### src/rtl/padmux_pkg.sv
package padmux_pkg;

    localparam int SEL_W      = 2;
    localparam int NUM_CHOICE = 1 << SEL_W;

    typedef enum logic [1:0] {
        FK_BIDIR    = 2'd0,
        FK_OUT_ONLY = 2'd1,
        FK_IN_ONLY  = 2'd2,
        FK_NONE     = 2'd3
    } fn_kind_e;

    function automatic fn_kind_e kind_of(input bit has_out, input bit has_in);
        if (has_out && has_in) return FK_BIDIR;
        if (has_out)           return FK_OUT_ONLY;
        if (has_in)            return FK_IN_ONLY;
        return FK_NONE;
    endfunction

    // function reached by a pad for a non-zero select value
    function automatic int unsigned choice_fn(input int unsigned pad,
                                              input int unsigned choice,
                                              input int unsigned nfn);
        return (pad + choice - 1) % nfn;
    endfunction

endpackage

### src/rtl/padmux_cfg_regs.sv
module padmux_cfg_regs
    import padmux_pkg::*;
#(
    parameter int NUM_PADS = 8,
    parameter int REG_W    = 8,
    parameter int ADDR_W   = 3
) (
    input  logic                               clk_i,
    input  logic                               rst_ni,
    input  logic                               wr_en_i,
    input  logic [ADDR_W-1:0]                  wr_addr_i,
    input  logic [REG_W-1:0]                   wr_data_i,
    input  logic [ADDR_W-1:0]                  rd_addr_i,
    output logic [REG_W-1:0]                   rd_data_o,
    input  logic [NUM_PADS-1:0]                pad_in_i,
    output logic [NUM_PADS-1:0][SEL_W-1:0]     pad_sel_o,
    output logic [NUM_PADS-1:0]                gpio_out_o,
    output logic [NUM_PADS-1:0]                gpio_dir_o
);

    localparam int PPR       = REG_W / SEL_W;
    localparam int SEL_REGS  = (NUM_PADS + PPR - 1) / PPR;
    localparam int GPIO_REGS = (NUM_PADS + REG_W - 1) / REG_W;
    localparam int OUT_BASE  = SEL_REGS;
    localparam int DIR_BASE  = SEL_REGS + GPIO_REGS;
    localparam int IN_BASE   = DIR_BASE + GPIO_REGS;
    localparam int NUM_WR    = IN_BASE;

    logic [NUM_WR-1:0][REG_W-1:0]  cfg_q;
    logic [GPIO_REGS*REG_W-1:0]    pin_ext;

    always_ff @(posedge clk_i or negedge rst_ni) begin
        if (!rst_ni) begin
            cfg_q <= '0;
        end else if (wr_en_i) begin
            for (int r = 0; r < NUM_WR; r++) begin
                if (int'(wr_addr_i) == r) cfg_q[r] <= wr_data_i;
            end
        end
    end

    for (genvar p = 0; p < NUM_PADS; p++) begin : g_fields
        assign pad_sel_o[p]  = cfg_q[p / PPR][(p % PPR) * SEL_W +: SEL_W];
        assign gpio_out_o[p] = cfg_q[OUT_BASE + p / REG_W][p % REG_W];
        assign gpio_dir_o[p] = cfg_q[DIR_BASE + p / REG_W][p % REG_W];
    end

    assign pin_ext = (GPIO_REGS*REG_W)'(pad_in_i);

    always_comb begin
        rd_data_o = '0;
        for (int r = 0; r < NUM_WR; r++) begin
            if (int'(rd_addr_i) == r) rd_data_o = cfg_q[r];
        end
        for (int g = 0; g < GPIO_REGS; g++) begin
            if (int'(rd_addr_i) == IN_BASE + g) rd_data_o = pin_ext[g*REG_W +: REG_W];
        end
    end

    for (genvar r = 0; r < NUM_WR; r++) begin : g_wr_chk
        AST_WRITE_LANDS: assert property (@(posedge clk_i) disable iff (!rst_ni)
            wr_en_i && int'(wr_addr_i) == r |=> cfg_q[r] == $past(wr_data_i));
    end

    AST_RO_WRITE_IGNORED: assert property (@(posedge clk_i) disable iff (!rst_ni)
        wr_en_i && int'(wr_addr_i) >= NUM_WR |=> $stable(cfg_q));

    AST_IN_READBACK: assert property (@(posedge clk_i) disable iff (!rst_ni)
        int'(rd_addr_i) == IN_BASE |-> rd_data_o[0] == pad_in_i[0]);

endmodule

### src/rtl/padmux_pad_sel.sv
module padmux_pad_sel
    import padmux_pkg::*;
#(
    parameter int               PAD_IDX    = 0,
    parameter int               NUM_FN     = 4,
    parameter logic [NUM_FN-1:0] FN_HAS_OUT = '1,
    parameter logic [NUM_FN-1:0] FN_HAS_IN  = '1
) (
    input  logic              clk_i,
    input  logic              rst_ni,
    input  logic [SEL_W-1:0]  sel_i,
    input  logic              gpio_out_i,
    input  logic              gpio_dir_i,
    input  logic [NUM_FN-1:0] fn_out_i,
    input  logic [NUM_FN-1:0] fn_oe_i,
    output logic              pad_out_o,
    output logic              pad_oe_o
);

    logic [NUM_CHOICE-1:0] cand_out;
    logic [NUM_CHOICE-1:0] cand_oe;
    logic                  unused_fn;

    assign cand_out[0] = gpio_out_i;
    assign cand_oe[0]  = gpio_dir_i;

    for (genvar c = 1; c < NUM_CHOICE; c++) begin : g_choice
        localparam int unsigned FI   = choice_fn(PAD_IDX, c, NUM_FN);
        localparam fn_kind_e    KIND = kind_of(FN_HAS_OUT[FI], FN_HAS_IN[FI]);
        if (KIND == FK_BIDIR) begin : g_bidir
            assign cand_out[c] = fn_out_i[FI];
            assign cand_oe[c]  = fn_oe_i[FI];
            AST_BIDIR_FOLLOWS: assert property (@(posedge clk_i) disable iff (!rst_ni)
                int'(sel_i) == c |-> pad_oe_o == fn_oe_i[FI] && pad_out_o == fn_out_i[FI]);
        end else if (KIND == FK_OUT_ONLY) begin : g_out
            assign cand_out[c] = fn_out_i[FI];
            assign cand_oe[c]  = 1'b1;
            AST_OUT_DRIVES: assert property (@(posedge clk_i) disable iff (!rst_ni)
                int'(sel_i) == c |-> pad_oe_o && pad_out_o == fn_out_i[FI]);
        end else begin : g_in
            assign cand_out[c] = 1'b0;
            assign cand_oe[c]  = 1'b0;
            AST_IN_QUIET: assert property (@(posedge clk_i) disable iff (!rst_ni)
                int'(sel_i) == c |-> !pad_oe_o && !pad_out_o);
        end
    end

    assign pad_out_o = cand_out[sel_i];
    assign pad_oe_o  = cand_oe[sel_i];
    assign unused_fn = ^{fn_out_i, fn_oe_i};

    AST_GPIO_DIR: assert property (@(posedge clk_i) disable iff (!rst_ni)
        sel_i == '0 |-> pad_oe_o == gpio_dir_i && pad_out_o == gpio_out_i);

endmodule

### src/rtl/padmux_in_prio.sv
module padmux_in_prio #(
    parameter int NUM_PADS = 8
) (
    input  logic                clk_i,
    input  logic                rst_ni,
    input  logic [NUM_PADS-1:0] hit_i,
    input  logic [NUM_PADS-1:0] pad_in_i,
    output logic                fn_in_o
);

    always_comb begin
        fn_in_o = 1'b0;
        for (int p = NUM_PADS - 1; p >= 0; p--) begin
            if (hit_i[p]) fn_in_o = pad_in_i[p];
        end
    end

    AST_IDLE_ZERO: assert property (@(posedge clk_i) disable iff (!rst_ni)
        hit_i == '0 |-> !fn_in_o);

    AST_LOW_WINS: assert property (@(posedge clk_i) disable iff (!rst_ni)
        hit_i[0] |-> fn_in_o == pad_in_i[0]);

endmodule

### src/rtl/padmux_top.sv
module padmux_top
    import padmux_pkg::*;
#(
    parameter int                NUM_PADS   = 8,
    parameter int                NUM_FN     = 4,
    parameter int                REG_W      = 8,
    parameter int                ADDR_W     = 3,
    parameter logic [NUM_FN-1:0] FN_HAS_OUT = 4'b1011,
    parameter logic [NUM_FN-1:0] FN_HAS_IN  = 4'b1101
) (
    input  logic                clk_i,
    input  logic                rst_ni,
    input  logic                wr_en_i,
    input  logic [ADDR_W-1:0]   wr_addr_i,
    input  logic [REG_W-1:0]    wr_data_i,
    input  logic [ADDR_W-1:0]   rd_addr_i,
    output logic [REG_W-1:0]    rd_data_o,
    input  logic [NUM_FN-1:0]   fn_out_i,
    input  logic [NUM_FN-1:0]   fn_oe_i,
    output logic [NUM_FN-1:0]   fn_in_o,
    input  logic [NUM_PADS-1:0] pad_in_i,
    output logic [NUM_PADS-1:0] pad_out_o,
    output logic [NUM_PADS-1:0] pad_oe_o
);

    logic [NUM_PADS-1:0][SEL_W-1:0]  pad_sel;
    logic [NUM_PADS-1:0]             gpio_out;
    logic [NUM_PADS-1:0]             gpio_dir;
    logic [NUM_FN-1:0][NUM_PADS-1:0] hit;
    logic                            unused_hit;

    padmux_cfg_regs #(
        .NUM_PADS (NUM_PADS),
        .REG_W    (REG_W),
        .ADDR_W   (ADDR_W)
    ) cfg_i (
        .clk_i      (clk_i),
        .rst_ni     (rst_ni),
        .wr_en_i    (wr_en_i),
        .wr_addr_i  (wr_addr_i),
        .wr_data_i  (wr_data_i),
        .rd_addr_i  (rd_addr_i),
        .rd_data_o  (rd_data_o),
        .pad_in_i   (pad_in_i),
        .pad_sel_o  (pad_sel),
        .gpio_out_o (gpio_out),
        .gpio_dir_o (gpio_dir)
    );

    for (genvar p = 0; p < NUM_PADS; p++) begin : g_pad
        padmux_pad_sel #(
            .PAD_IDX    (p),
            .NUM_FN     (NUM_FN),
            .FN_HAS_OUT (FN_HAS_OUT),
            .FN_HAS_IN  (FN_HAS_IN)
        ) sel_i (
            .clk_i      (clk_i),
            .rst_ni     (rst_ni),
            .sel_i      (pad_sel[p]),
            .gpio_out_i (gpio_out[p]),
            .gpio_dir_i (gpio_dir[p]),
            .fn_out_i   (fn_out_i),
            .fn_oe_i    (fn_oe_i),
            .pad_out_o  (pad_out_o[p]),
            .pad_oe_o   (pad_oe_o[p])
        );
    end

    always_comb begin
        for (int f = 0; f < NUM_FN; f++) begin
            for (int p = 0; p < NUM_PADS; p++) begin
                hit[f][p] = (pad_sel[p] != '0) &&
                            (choice_fn(p, int'(pad_sel[p]), NUM_FN) == f);
            end
        end
    end

    for (genvar f = 0; f < NUM_FN; f++) begin : g_fn
        if (FN_HAS_IN[f]) begin : g_listen
            padmux_in_prio #(
                .NUM_PADS (NUM_PADS)
            ) prio_i (
                .clk_i    (clk_i),
                .rst_ni   (rst_ni),
                .hit_i    (hit[f]),
                .pad_in_i (pad_in_i),
                .fn_in_o  (fn_in_o[f])
            );
        end else begin : g_mute
            assign fn_in_o[f] = 1'b0;
        end
    end

    assign unused_hit = ^hit;

    AST_RESET_QUIET: assert property (@(posedge clk_i)
        !rst_ni |-> pad_oe_o == '0 && pad_out_o == '0);

endmodule

### config.mk
export PLATFORM = sky130hd
export DESIGN_NAME = padmux_top
export DESIGN_NICKNAME = d
export VERILOG_FILES = /design/src/rtl/padmux_pkg.sv /design/src/rtl/padmux_cfg_regs.sv /design/src/rtl/padmux_pad_sel.sv /design/src/rtl/padmux_in_prio.sv /design/src/rtl/padmux_top.sv
export SDC_FILE = /design/constraint.sdc
export NUM_CORES = 1
export LEC_CHECK = 0
export BUFFER_PORTS_ARGS = -buffer_cell sky130_fd_sc_hd__buf_2
export CORE_MARGIN = 3
export CORE_UTILIZATION = 39
export CTS_BUF_LIST = sky130_fd_sc_hd__clkbuf_8 sky130_fd_sc_hd__clkbuf_16
export DETAILED_ROUTE_END_ITERATION = 8
export PLACE_DENSITY_LB_ADDON = 0.1
export SLEW_MARGIN = 10
export SYNTH_ARGS = -nofsm -noshare
export SYNTH_HDL_FRONTEND = slang
export SYNTH_SLANG_ARGS = --single-unit
export TNS_END_PERCENT = 5
### constraint.sdc
create_clock -name clk_i -period 1.6 [get_ports clk_i]
set_input_delay 0.08 -clock clk_i [delete_from_list [all_inputs] [get_ports clk_i]]
set_output_delay 0.08 -clock clk_i [all_outputs]
set_load 0.01 [all_outputs]
==> metrics <==
status finished, violations left; failing checks setup timing; total number of vias 2002; Final WS setup -0.0649 ns; maximum number of pins on one net before global-route repair 33; CTS tree yes; async set-reset flop share out of synthesis 1.00; Worst VDD drop 0.828 mV; portion of the clock cycle consumed by the worst path in the final layout 1.04; area of the placeable core 0.00568 sq mm; most used cells in the layout excluding fill and tap cells sky130_fd_sc_hd__buf_2 (55), sky130_fd_sc_hd__mux2_2 (33), sky130_fd_sc_hd__dfrtp_1 (23); register bit count reported by yosys 32; detailed placement HPWL 5000 um; number of violations of the max-capacitance limit 0; clk sink count 32; DR pass1 iterations 4; CTS Buffer Depth 2; final std cell area, no fill 0.00291 sq mm; CTS clk-pin slew, worst paths 0.07 ns; Clock Skew 0 ns; post-synthesis cell type count 41; uppermost signal routing layer after detailed routing met4; Final Max Slew Viols 0; slew at the pin with the worst max-slew slack 0.772 ns; wire length on met3 532 um; P per Cell Area 1220 mW/mm^2; post-synthesis cell area 0.00235 sq mm; Flop pwr share 0.349; io pins 61; Leakage 1.30 nW; endpoint type of the worst setup path output port; average vias per placed instance 5.70; chip height 83.6 um; quantity of I/O buffers inserted on ports 56; Metal-1 WL 3080 um; GR Overflow Total 0; final-report setup violation count 6; net switching power 0.00119 W; routed length on met2 3100 um; Hold Crit Class in -> reg; fraction of layout cells with a size suffix above 1 0.534; Die Span X 83.6 um; die area 0.00699 sq mm; syn_nets 258; # diodes 0; global-route wire length before repair 10800 um; Synth warnings 0; global router's overall resource usage 0.199; Total Wirelength 6830 um; FF+latch area 812 sq um; largest fanout of any net on the critical path 2; Area growth, synth to finish 23.9%; Clk network pwr share 0.242; count of fill cells added during filler insertion 556; DRC violation total after the first TritonRoute iteration 139; placement row count 27; root buf cell sky130_fd_sc_hd__clkbuf_8; clock latency of the later-clocked register in the worst-skew pair 0.28 ns; combined area of the multi-input logic cells 0.00138 sq mm; H-tree depth 2; number of failing hold endpoints at the final stage 0; category of the most critical setup path reg -> out; DRC violations left 0; Max-Slew Margin vs Limit 0.485; number of global-route vias before repair 1956; remaining antenna violation count 0; data arrival at the endpoint of the critical path 1.58 ns; Syn Inst Count 225; Initial Util 0.414; final weighted congestion of routability-driven global placement 0.780; Fmax achieved 601 MHz; post-placement cell area 0.00263 sq mm; Internal Pwr Total 0.00236 W; Logic pwr share 0.409; Synth Area per Inst 10.4 sq um; TritonCTS Buffers 5; average detailed-routed wire length per instance 19.4 um; data required time of the critical path 1.52 ns; startpoint types flip-flop; Post-synth EDFFs 0; switching share of power 0.335; Primary FF master, synth sky130_fd_sc_hd__dfrtp_1; most common library cell in the layout ignoring fill and taps sky130_fd_sc_hd__buf_2; # nets final 311; initial antenna violation count 0; final design utilization 0.513; unrepaired setup endpoints after global routing yes; tightest hold margin 0.0672 ns; post-route minimum period 1.66 ns; register area share after synthesis 0.341
critical path, cell delays in order (launching register included):
cell,delay [ns]
sky130_fd_sc_hd__dfrtp_1,0.40
sky130_fd_sc_hd__or3b_4,0.40
sky130_fd_sc_hd__a2111oi_4,0.29
sky130_fd_sc_hd__a211oi_1,0.07
sky130_fd_sc_hd__buf_2,0.14
sequential cells by signal, indices dropped and copies added, names as in the netlist:
signal,flops
cfg_i.pad_sel_o,16
cfg_i.gpio_dir_o,8
cfg_i.gpio_out_o,8
layer usage:
| layer | track usage | vias up |
|---|---|---|
| met2 | 0.309 | 68 |
| met1 | 0.275 | 990 |
| li1 | - | 935 |
| met5 | 0 | - |
| met4 | 0.0614 | 0 |
| met3 | 0.0484 | 9 |
layout make-up:
type	instances	share of cell area
flip-flops and latches	32	0.279
well taps	72	0.0310
clock inverters	1	0.0103
multi-input cells	156	0.475
inverters	4	0.00516
clock buffers	7	0.0331
repair buffers	79	0.166
power groups by stage:
stage,Sequential (W),Combinational [W],Clock (W)
final,0.00124,0.00145,0.000857
after global routing,0.00127,0.00159,0.000912
after detailed placement,0.00124,0.00130,0
after global placement,0.00123,0.00129,0
after floorplan,0.00113,0.00109,0
after CTS,0.00122,0.00137,0.000875
Yosys cell counts, drive strengths merged (2+ instances only):
cell | instances | area share
a211oi | 3 | 0.0096
a221o | 2 | 0.0085
a22o | 2 | 0.0075
a22oi | 5 | 0.016
a2bb2oi | 5 | 0.019
and2 | 2 | 0.0053
and3 | 4 | 0.011
and3b | 3 | 0.011
buf | 27 | 0.080
clkbuf | 6 | 0.0096
dfrtp | 32 | 0.34
inv | 4 | 0.0064
mux2 | 34 | 0.16
mux2i | 13 | 0.055
mux4 | 5 | 0.048
nand2 | 10 | 0.016
nand2b | 5 | 0.013
nand3 | 6 | 0.013
nand3b | 5 | 0.016
nor2 | 6 | 0.0096
nor2b | 6 | 0.016
nor3b | 2 | 0.0064
nor4bb | 2 | 0.0085
o2111ai | 2 | 0.0075
o211ai | 2 | 0.0064
o21ai | 10 | 0.021
o22ai | 8 | 0.021
or3b | 3 | 0.011
path summary, 6_finish.rpt:
check                               startpoint             endpoint  slack, ns  cells after the start
max                         cfg_i.pad_sel_o[9]           fn_in_o[0]      -0.06                      4
min                               wr_data_i[4]   cfg_i.pad_sel_o[4]       0.07                      3
min in group asynchronous               rst_ni  cfg_i.gpio_out_o[1]       0.41                      2
min reg2reg                cfg_i.gpio_out_o[7]  cfg_i.gpio_out_o[7]       0.54                      1
max reg2reg                cfg_i.pad_sel_o[13]  cfg_i.pad_sel_o[13]       0.63                      2
max in group asynchronous               rst_ni  cfg_i.pad_sel_o[11]       0.65                      2
what timing repair did:
item	4_1_cts	5_1_grt
cloned	0	0
pin swaps	2	3
gates resized for setup	10	19
endpoints found under the hold margin	32	0
setup endpoints to repair	6	11
hold buffers	1	0
buffers inserted	4	3
cell families after synthesis:
family	after synthesis	synth area share
other	1	0.00160
buffers and inverters	37	0.0959
muxes	52	0.266
AOI/OAI and AO/OA	44	0.136
and+or+nand+nor	59	0.159
DFF	32	0.341
metrics by stage:
step,TNS (ns),setup slack (ns),power [W],cells
2_1_floorplan,0,0.165,0.00221,225
3_3_place_gp,0,0.188,0.00252,335
3_5_place_dp,0,0.176,0.00254,335
4_1_cts,-0.240,-0.0799,0.00347,348
5_1_grt,-0.698,-0.137,0.00377,351
6_report,-0.227,-0.0649,0.00354,351
(Power assumes the default switching activity.)
